[src/rtl/sgb_pkg.sv]
package sgb_pkg;

   typedef enum logic {
      SGB_WIDE   = 1'b0,
      SGB_PACKED = 1'b1
   } sgb_mode_e;

endpackage

[src/rtl/sgb_packer.sv]
module sgb_packer #(
   parameter int SLOT_W = 96,
   parameter int WORD_W = 128
) (
   input  logic              clk,
   input  logic              rst_n,
   input  logic              active,
   input  logic              in_valid,
   output logic              in_ready,
   input  logic [SLOT_W-1:0] in_slot,
   output logic              out_valid,
   input  logic              out_ready,
   output logic [WORD_W-1:0] out_word
);

   localparam int FILL_W = $clog2(WORD_W);
   localparam int ACC_W  = WORD_W + SLOT_W;
   localparam int SUM_W  = FILL_W + 1;

   if (SLOT_W >= WORD_W) begin : g_bad_slot
      $error("sgb_packer: SLOT_W must be narrower than WORD_W");
   end
   if (SLOT_W < 1) begin : g_bad_slot_min
      $error("sgb_packer: SLOT_W must be positive");
   end

   logic              active_q;
   logic [FILL_W-1:0] fill_q;
   logic [WORD_W-1:0] res_q;
   logic              switched;
   logic [FILL_W-1:0] fill_eff;
   logic [WORD_W-1:0] res_eff;
   logic [ACC_W-1:0]  joined;
   logic [SUM_W-1:0]  total;
   logic              completes;
   logic              fire;

   assign switched  = (active != active_q);
   assign fill_eff  = switched ? '0 : fill_q;
   assign res_eff   = switched ? '0 : res_q;
   assign joined    = ACC_W'(res_eff) | (ACC_W'(in_slot) << fill_eff);
   assign total     = SUM_W'(fill_eff) + SUM_W'(SLOT_W);
   assign completes = (total >= SUM_W'(WORD_W));

   assign in_ready  = !completes || out_ready;
   assign out_valid = in_valid && completes;
   assign out_word  = joined[WORD_W-1:0];
   assign fire      = in_valid && in_ready;

   always_ff @(posedge clk) begin
      if (!rst_n) begin
         active_q <= 1'b0;
         fill_q   <= '0;
         res_q    <= '0;
      end else begin
         active_q <= active;
         if (fire) begin
            if (completes) begin
               res_q  <= WORD_W'(joined[ACC_W-1:WORD_W]);
               fill_q <= FILL_W'(total - SUM_W'(WORD_W));
            end else begin
               res_q  <= joined[WORD_W-1:0];
               fill_q <= FILL_W'(total);
            end
         end else if (switched) begin
            res_q  <= '0;
            fill_q <= '0;
         end
      end
   end

   AST_CLEAR_ON_SWITCH: assert property (@(posedge clk) disable iff (!rst_n)
      (switched && !fire) |=> (fill_q == '0)) else $error("residue kept");

   AST_WORD_EMPTIES_FILL: assert property (@(posedge clk) disable iff (!rst_n)
      (fire && completes && (fill_eff == FILL_W'(WORD_W - SLOT_W))) |=> (fill_q == '0))
      else $error("group did not close");

endmodule

[src/rtl/sgb_fifo.sv]
module sgb_fifo #(
   parameter int DATA_W = 128,
   parameter int DEPTH  = 16
) (
   input  logic              clk,
   input  logic              rst_n,
   input  logic              push_valid,
   output logic              push_ready,
   input  logic [DATA_W-1:0] push_data,
   output logic              pop_valid,
   input  logic              pop_ready,
   output logic [DATA_W-1:0] pop_data
);

   localparam int AW = (DEPTH > 1) ? $clog2(DEPTH) : 1;
   localparam int CW = AW + 1;

   if (DEPTH < 2) begin : g_bad_depth
      $error("sgb_fifo: DEPTH must be at least 2");
   end

   logic [DATA_W-1:0] mem [DEPTH];
   logic [AW-1:0]     wr_ptr, rd_ptr, wr_nxt, rd_nxt;
   logic [CW-1:0]     count;
   logic              full, empty, do_push, do_pop;

   assign full       = (count == CW'(DEPTH));
   assign empty      = (count == '0);
   assign push_ready = !full;
   assign pop_valid  = !empty;
   assign pop_data   = mem[rd_ptr];
   assign do_push    = push_valid && !full;
   assign do_pop     = pop_ready && !empty;

   if ((DEPTH & (DEPTH - 1)) == 0) begin : g_pow2
      assign wr_nxt = wr_ptr + 1'b1;
      assign rd_nxt = rd_ptr + 1'b1;
   end else begin : g_wrap
      assign wr_nxt = (wr_ptr == AW'(DEPTH - 1)) ? '0 : wr_ptr + 1'b1;
      assign rd_nxt = (rd_ptr == AW'(DEPTH - 1)) ? '0 : rd_ptr + 1'b1;
   end

   always_ff @(posedge clk) begin
      if (do_push) mem[wr_ptr] <= push_data;
   end

   always_ff @(posedge clk) begin
      if (!rst_n) begin
         wr_ptr <= '0;
         rd_ptr <= '0;
         count  <= '0;
      end else begin
         if (do_push) wr_ptr <= wr_nxt;
         if (do_pop)  rd_ptr <= rd_nxt;
         case ({do_push, do_pop})
            2'b10:   count <= count + 1'b1;
            2'b01:   count <= count - 1'b1;
            default: count <= count;
         endcase
      end
   end

   AST_NO_OVERFLOW: assert property (@(posedge clk) disable iff (!rst_n)
      count <= CW'(DEPTH)) else $error("occupancy out of range");

   AST_PUSH_POP_BALANCE: assert property (@(posedge clk) disable iff (!rst_n)
      (do_push && do_pop) |=> $stable(count)) else $error("count moved");

   AST_HOLD_STABLE: assert property (@(posedge clk) disable iff (!rst_n)
      (pop_valid && !pop_ready) |=> (pop_valid && $stable(pop_data)))
      else $error("output changed while stalled");

endmodule

[src/rtl/sgb_path_sel.sv]
module sgb_path_sel
   import sgb_pkg::*;
#(
   parameter int BEAT_W = 128,
   parameter int SLOT_W = 96
) (
   input  sgb_mode_e         mode,
   input  logic              s_valid,
   output logic              s_ready,
   input  logic [BEAT_W-1:0] s_data,
   output logic              pk_valid,
   input  logic              pk_ready,
   output logic [SLOT_W-1:0] pk_slot,
   input  logic              pk_out_valid,
   input  logic [BEAT_W-1:0] pk_out_word,
   output logic              q_valid,
   input  logic              q_ready,
   output logic [BEAT_W-1:0] q_data
);

   logic is_packed;
   assign is_packed = (mode == SGB_PACKED);

   assign pk_valid = s_valid && is_packed;
   assign pk_slot  = s_data[SLOT_W-1:0];

   always_comb begin
      if (is_packed) begin
         q_valid = pk_out_valid;
         q_data  = pk_out_word;
         s_ready = pk_ready;
      end else begin
         q_valid = s_valid;
         q_data  = s_data;
         s_ready = q_ready;
      end
   end

endmodule

[src/rtl/sample_gearbox_top.sv]
module sample_gearbox_top
   import sgb_pkg::*;
#(
   parameter int WORD_W     = 128,
   parameter int SLOT_W     = 96,
   parameter int FIFO_DEPTH = 16
) (
   input  logic              clk,
   input  logic              rst_n,
   input  logic              pack_12b,
   input  logic              s_valid,
   output logic              s_ready,
   input  logic [WORD_W-1:0] s_data,
   output logic              m_valid,
   input  logic              m_ready,
   output logic [WORD_W-1:0] m_data
);

   if (SLOT_W > WORD_W) begin : g_bad_width
      $error("sample_gearbox_top: SLOT_W exceeds WORD_W");
   end

   sgb_mode_e         mode;
   logic              pk_valid, pk_ready, pk_out_valid;
   logic [SLOT_W-1:0] pk_slot;
   logic [WORD_W-1:0] pk_out_word;
   logic              q_valid, q_ready;
   logic [WORD_W-1:0] q_data;

   assign mode = sgb_mode_e'(pack_12b);

   sgb_path_sel #(
      .BEAT_W (WORD_W),
      .SLOT_W (SLOT_W)
   ) u_sel (
      .mode         (mode),
      .s_valid      (s_valid),
      .s_ready      (s_ready),
      .s_data       (s_data),
      .pk_valid     (pk_valid),
      .pk_ready     (pk_ready),
      .pk_slot      (pk_slot),
      .pk_out_valid (pk_out_valid),
      .pk_out_word  (pk_out_word),
      .q_valid      (q_valid),
      .q_ready      (q_ready),
      .q_data       (q_data)
   );

   sgb_packer #(
      .SLOT_W (SLOT_W),
      .WORD_W (WORD_W)
   ) u_pack (
      .clk       (clk),
      .rst_n     (rst_n),
      .active    (pack_12b),
      .in_valid  (pk_valid),
      .in_ready  (pk_ready),
      .in_slot   (pk_slot),
      .out_valid (pk_out_valid),
      .out_ready (q_ready),
      .out_word  (pk_out_word)
   );

   sgb_fifo #(
      .DATA_W (WORD_W),
      .DEPTH  (FIFO_DEPTH)
   ) u_fifo (
      .clk        (clk),
      .rst_n      (rst_n),
      .push_valid (q_valid),
      .push_ready (q_ready),
      .push_data  (q_data),
      .pop_valid  (m_valid),
      .pop_ready  (m_ready),
      .pop_data   (m_data)
   );

   AST_STALL_ONLY_WHEN_FULL: assert property (@(posedge clk) disable iff (!rst_n)
      (s_valid && !s_ready) |-> !q_ready) else $error("stall without full buffer");

   AST_BYPASS_ONE_WORD: assert property (@(posedge clk) disable iff (!rst_n)
      (!pack_12b && s_valid && s_ready) |=> m_valid) else $error("bypass beat lost");

endmodule

[config.mk]
export PLATFORM = sky130hd
export DESIGN_NAME = sample_gearbox_top
export DESIGN_NICKNAME = d
export VERILOG_FILES = /design/src/rtl/sgb_pkg.sv /design/src/rtl/sgb_packer.sv /design/src/rtl/sgb_fifo.sv /design/src/rtl/sgb_path_sel.sv /design/src/rtl/sample_gearbox_top.sv
export SDC_FILE = /design/constraint.sdc
export NUM_CORES = 2
export LEC_CHECK = 0
export ABC_AREA = 0
export ABC_CLOCK_PERIOD_IN_PS = 16600
export BUFFER_PORTS_ARGS = -buffer_cell sky130_fd_sc_hd__buf_2
export CELL_PAD_IN_SITES_DETAIL_PLACEMENT = 1
export CELL_PAD_IN_SITES_GLOBAL_PLACEMENT = 1
export CORE_ASPECT_RATIO = 0.8
export CORE_MARGIN = 4
export CORE_UTILIZATION = 54
export CTS_CLUSTER_DIAMETER = 150
export DETAILED_ROUTE_END_ITERATION = 12
export MAX_ROUTING_LAYER = met4
export PLACE_DENSITY_LB_ADDON = 0.2
export SLEW_MARGIN = 10
export SYNTH_ARGS = -nofsm -noshare
export SYNTH_HDL_FRONTEND = slang
export SYNTH_SLANG_ARGS = --single-unit
[constraint.sdc]
create_clock -name clk -period 16.6 [get_ports clk]
set_input_delay 2.49 -clock clk [delete_from_list [all_inputs] [get_ports clk]]
set_output_delay 2.49 -clock clk [all_outputs]
set_load 0.005 [all_outputs]
# After elaboration in Yosys (flattened, before gate mapping)
# Memory sizes are Yosys's and may differ from the RTL's. A register that Yosys moved wholly into a read port is not among the register bits.
# Cells that the tools add are included.
[totals]
register_bits = 149
mem_bits_rw = 2048
input_bits = 133
out_inout_bits = 130
elab_cells = 45
memories = 1
[mem_list]
columns = ["name", "words", "word_bits", "rd", "rd_clocked_by_memory_dff", "wr", "line", "text"]
rows = [
  ["u_fifo.mem", 16, 128, 1, 1, 1, "sgb_fifo.sv:22", "logic [DATA_W-1:0] mem [DEPTH];"],
]
[classes]
addsub = 6
magnitude_cmp = 1
eq_ne = 4
shift = 1
mux = 14
bitwise_logic = 1
n_reduce_logical = 11
[ops]
columns = ["operator", "count"]
rows = [
  ["128-bit 2-to-1 mux", 4],
  ["128-bit by 224-bit OR with 224-bit output", 1],
  ["96-bit by 7-bit left shift with 224-bit output", 1],
  ["7-bit 2-to-1 mux", 3],
  ["5-bit case mux with 2 select lines", 1],
  ["4-bit by 1-bit adder with 4-bit output, second input constant", 2],
  ["7-bit by 7-bit adder with 8-bit output, second input constant", 1],
  ["8-bit greater-or-equal comparator, second input constant", 1],
  ["4-bit 2-to-1 mux", 2],
  ["7-bit by 1-bit subtractor with 7-bit output, second input constant", 1],
  ["5-bit by 1-bit adder with 5-bit output, second input constant", 1],
  ["5-bit equality test, second input constant", 1],
  ["1-bit logical AND", 5],
  ["5-bit logical NOT", 1],
  ["5-bit by 1-bit subtractor with 5-bit output, second input constant", 1],
  ["1-bit 2-to-1 mux", 4],
  ["1-bit logical NOT", 3],
  ["2-bit by 1-bit equality test with 1-bit output, second input constant", 1],
  ["2-bit equality test, second input constant", 1],
  ["2-bit nonzero test", 1],
  ["1-bit logical OR", 1],
  ["1-bit inequality test", 1],
]

# Depth between registers and ports, before layout
[depth]
depth_word = 9
ltp_mapped = 27
ltp_nobuf = 18

# Hierarchy
# Synthesis repeated with hierarchy kept, for this count alone.
[hier_totals]
cells_unflattened = 6149
area_unflattened_um2 = 98223.0
[modules_own_cells]
columns = ["module", "n_inst", "cells_each", "area_each_um2", "seq_area_each_um2"]
rows = [
  ["sgb_fifo", 1, 3259, 77436.8, 61839.3],
  ["sgb_packer", 1, 2648, 18113.6, 2722.6],
  ["sgb_path_sel", 1, 242, 2672.6, 0.0],
]

# Worst setup path before layout
# No wires, ideal clock.
[synth_timing]
path_kind = "in2reg"
start = "input pack_12b"
end = "memory u_fifo.mem[3][0] (enable)"
setup_time_ns = 0.772
t_arrival_ns = 14.002
required_ns = 15.828
slack_ns = 1.826
stages = 17
path_buffers = 8
path_cell_list = "buf_6 > xor2_4 > buf_4 > buf_4 > buf_4 > nor2_1 > clkinv_1 > buf_1 > clkbuf_1 > ha_1 > a31oi_1 > buf_2 > nand2_1 > and3_1 > clkbuf_1 > nand2_1 > nor3_1"
[synth_between]
elab_chain_cells = 9
word_cells_on_any_way = 10
classes_between = "1 x add/sub; 1 x order compare; 1 x eq/ne; 4 x mux; 3 x reduce/logical"
[synth_rtl]
columns = ["item", "line", "text"]
rows = [
  ["start, declared", "sample_gearbox_top.sv:10", "input logic pack_12b,"],
  ["1-bit inequality test", "sgb_packer.sv:38", "assign switched = (active != active_q);"],
  ["7-bit 2-to-1 mux", "sgb_packer.sv:39", "assign fill_eff = switched ? '0 : fill_q;"],
  ["7-bit by 7-bit adder with 8-bit output", "sgb_packer.sv:42", "assign total = SUM_W'(fill_eff) + SUM_W'(SLOT_W);"],
  ["8-bit greater-or-equal comparator", "sgb_packer.sv:43", "assign completes = (total >= SUM_W'(WORD_W));"],
  ["1-bit logical AND", "sgb_packer.sv:46", "assign out_valid = in_valid && completes;"],
  ["1-bit 2-to-1 mux *", "sgb_path_sel.sv:28", "if (is_packed) begin"],
  ["1-bit logical AND *", "sgb_fifo.sv:32", "assign do_push = push_valid && !full;"],
  ["1-bit 2-to-1 mux *", "sgb_fifo.sv:44", "if (do_push) mem[wr_ptr] <= push_data;"],
  ["1-bit 2-to-1 mux (implied by the code) *", "sgb_fifo.sv:44", ""],
  ["end, declared", "sgb_fifo.sv:22", ""],
]
# Mark *: on every way between the ends. The rest lies on a longest branch, timed or not.

# Worst setup path after layout
[layout_timing]
start = "input pack_12b"
end = "memory u_fifo.mem[9][54], data pin"
[layout_between]
elab_chain_cells = 5
word_cells_on_any_way = 6
classes_between = "1 x eq/ne; 1 x shift; 3 x mux; 1 x bitwise"
[layout_rtl]
columns = ["item", "line", "text"]
rows = [
  ["1-bit inequality test", "sgb_packer.sv:38", ""],
  ["7-bit 2-to-1 mux", "sgb_packer.sv:39", ""],
  ["96-bit by 7-bit left shift with 224-bit output", "sgb_packer.sv:41", "assign joined = ACC_W'(res_eff) | (ACC_W'(in_slot) << fill_eff);"],
  ["128-bit by 224-bit OR with 224-bit output", "sgb_packer.sv:41", ""],
  ["128-bit 2-to-1 mux *", "sgb_path_sel.sv:28", ""],
  ["named net q_data[54]", "sample_gearbox_top.sv:28", "logic [WORD_W-1:0] q_data;"],
]
# Mark *: on every way through the listed nets, which the timed path passes. The rest lies on a longest branch.

==> impl_metrics.tcl <==
set metrics [dict create \
    status "complete, but fails checks" \
    violations "capacitance limit, slew limit" \
    die_h_microns 387.8 \
    period_needed_ns 8.266 \
    cp_slowest_cell "a21oi_1" \
    setup_violations 0 \
    initial_core_util 0.5431 \
    postCtsSetupBuffers 0 \
    grt_pass1_wl_microns 552400 \
    async_reset_ff_frac 0 \
    dpl_cell_area_sq_um 102100 \
    synth.avg_cell_area_sq_um 16.18 \
    synth.area.top_cells "edfxtp_1, mux4_2, dfxtp_1, a21oi_1, nor2_1" \
    drt_iter0_markers 11550 \
    post-place-ws_ns 8.014 \
    synth_seq_area_share 0.6629 \
    clockBufferDepth 3 \
    dieArea_sq_um 187300 \
    rsz0062_at_grt "false" \
    areaGrowthSynthToFinish_pct 11.86 \
    critPathMostFrequentCell "a21oi_1" \
    grt_max_degree 136 \
    synth_nets 6162 \
    placed_cells 8477 \
    synth_flop_cell "edfxtp_1" \
    worstRegToRegCells 11 \
    grt.total_usage 0.4409 \
    clock_latency_ns 0.87 \
    drive_above_1_share 0.2542 \
    cts_hold_buf 0 \
    nFillCells 15920 \
    synth_cell_types 89 \
    power-per-cell-area_nw_per_um2 128.8 \
    overflow 0 \
    yosysTopAreaCellShare 0.6315 \
    ys_ff_latch 2201 \
    hold_class "flop to flop" \
    numCtsBuffers 203 \
    power_w 0.01403 \
    worst_slew_pin_slew_ns 1.587 \
    htreeDepth 4 \
    ys_warn_count 0 \
    antenna_found_initial 25 \
    leakagePower_nw 34.19 \
    multi_input_area_sq_um 31000 \
    seqCellArea_sq_um 64590 \
    io_pins 263 \
    end_kind "flop" \
    ant_nets 0 \
    fin_area_sq_um 108900 \
    gp_congestion 1.080 \
    post_cts_resized 0 \
    cp-start-kind "input port" \
    fmax_mhz 121.0 \
    wirelength_microns 400100 \
    required_ns 17.07 \
    layout_setup_ws_ns 8.334 \
    viasPerCell 7.504 \
    synth_common_cells "edfxtp_1, mux4_2, a21oi_1" \
    cts_sinks 2201 \
    synth-edff-count 2048 \
    die_x_microns 482.8 \
    synth_area_sq_um 97390 \
    final-max-slew-violation-count 4 \
    min_period_over_period 0.4979 \
    finalSetupTns_ns 0 \
    maxCapViolCount 1 \
    layout.nets 6430 \
    hpwlAfterDp_microns 250100 \
    rows 139 \
    layout.cells.non_filler 8877 \
    synth_top_area_cell "edfxtp_1" \
    max_stage_delay_ns 0.96 \
    worstSetupPathType "input port to flop" \
    arrival_ns 8.74 \
    cts-root-buf "clkbuf_16" \
    fin_skew_ns 0.07872 \
    wl_per_cell_microns 45.07 \
    holdPathStages 2 \
    drc 0 \
    peakVddDrop_v 0.0001408 \
    hold_viol_final 0 \
    path_clk_slew_ns 0.06 \
    num_vias 66620 \
    syn-instance-count 6019 \
    cts_tree "built" \
    io_buffer_count 262 \
    max_slew_margin -0.06891 \
    first_pass_iters 10 \
    grt_pass1_vias 66210 \
    worstPathMaxFanout 99 \
    synth_most_common_cell "edfxtp_1" \
    core-area_sq_um 179300 \
    path_cells "clkbuf_8 -> xnor2_4 -> buf_4 -> buf_12 -> nand2_1 -> nor2_1 -> a21oi_1 -> o221ai_1 -> a21oi_1 -> o21ai_0 -> a21oi_1 -> a21oi_1" \
]
flip-flops by register name, indices dropped and copies added, names as in the netlist, named ones only:
signal           flops
u_fifo.mem        2048
u_pack.res_q       128
u_pack.fill_q        7
u_fifo.count         5
u_fifo.rd_ptr        4
u_fifo.wr_ptr        4
u_pack.active_q      1
path summary, 6_finish.rpt:
check	start	end	slack, ns
max reg2reg	u_pack.active_q	u_fifo.mem[9][54]	9.85
max	pack_12b	u_fifo.mem[9][54]	8.33
min reg2reg	u_pack.res_q[30]	u_pack.res_q[30]	0.46
min	u_pack.res_q[30]	u_pack.res_q[30]	0.46
where the power goes:
part           total (W)  internal, W  switching [W]
Sequential       0.00633      0.00625      0.0000741
Clock            0.00471      0.00254        0.00217
Combinational    0.00299      0.00125        0.00174
Total             0.0140       0.0100        0.00398
stage by stage:
| stage | util | hold slack [ns] |
|---|---|---|
| 6_report | 0.6076 | 0.4609 |
| 5_1_grt | 0.6075 | 0.4845 |
| 4_1_cts | 0.6064 | 0.4485 |
| 3_5_place_dp | 0.5696 | 0.4351 |
| 3_3_place_gp | 0.5695 | 0.4273 |
| 2_1_floorplan | - | 0.4163 |
worst max-delay path: cells and delay by family:
kind            cells  cell delay (ns)
buf+inv             3             1.34
compound gates      6             2.56
xor+xnor            1             0.61
simple gates        2             1.63
routing by layer:
layer / up-vias / share of wire / track usage
met5: - / 0 / -
met4: 0 / 0.057 / 0.1922
met3: 1070 / 0.12 / 0.1171
met2: 5529 / 0.45 / 0.6338
met1: 34790 / 0.37 / 0.5992
li1: 25230 / - / -
final cells by class:
type | count | share of cell area
sequential | 2201 | 0.5929
multi-input combinational | 3290 | 0.2845
clock buffer | 256 | 0.04920
timing repair buffer | 531 | 0.03192
tap | 2397 | 0.02753
clock inverter | 121 | 0.01139
inverter | 60 | 0.002079
antenna | 21 | 0.0004824
kinds of logic (layout without fill, tap and decap cells):
group | count (synthesis) | in the layout | synth area share
mux | 800 | 800 | 0.1670
fa+ha+maj | 10 | 10 | 0.001285
buf+inv | 528 | 968 | 0.02277
flops | 2201 | 2201 | 0.6629
xor+xnor | 13 | 13 | 0.001555
simple gates | 1078 | 1078 | 0.04838
other cells | 0 | 21 | 0
compound gates | 1389 | 1389 | 0.09606
cell usage in the layout (no fill, tap or decap), types with 30 or more instances in the layout:
cell,n
nor3_1,54
buf_4,257
o221ai_1,40
a221oi_1,53
nor2_1,359
a211oi_1,76
buf_2,261
clkinv_1,52
mux2i_1,101
o21ai_0,218
o22ai_1,63
nand3_1,95
mux2_2,42
nand2_1,359
a31oi_1,73
a21oi_1,368
dfxtp_1,144
o211ai_1,41
clkbuf_16,204
o32a_1,48
a22oi_1,49
nor2b_1,40
mux4_2,656
inv_1,54
and3_1,30
edfxtp_1,2048
clkbuf_1,46
(Power assumes the default switching activity.)
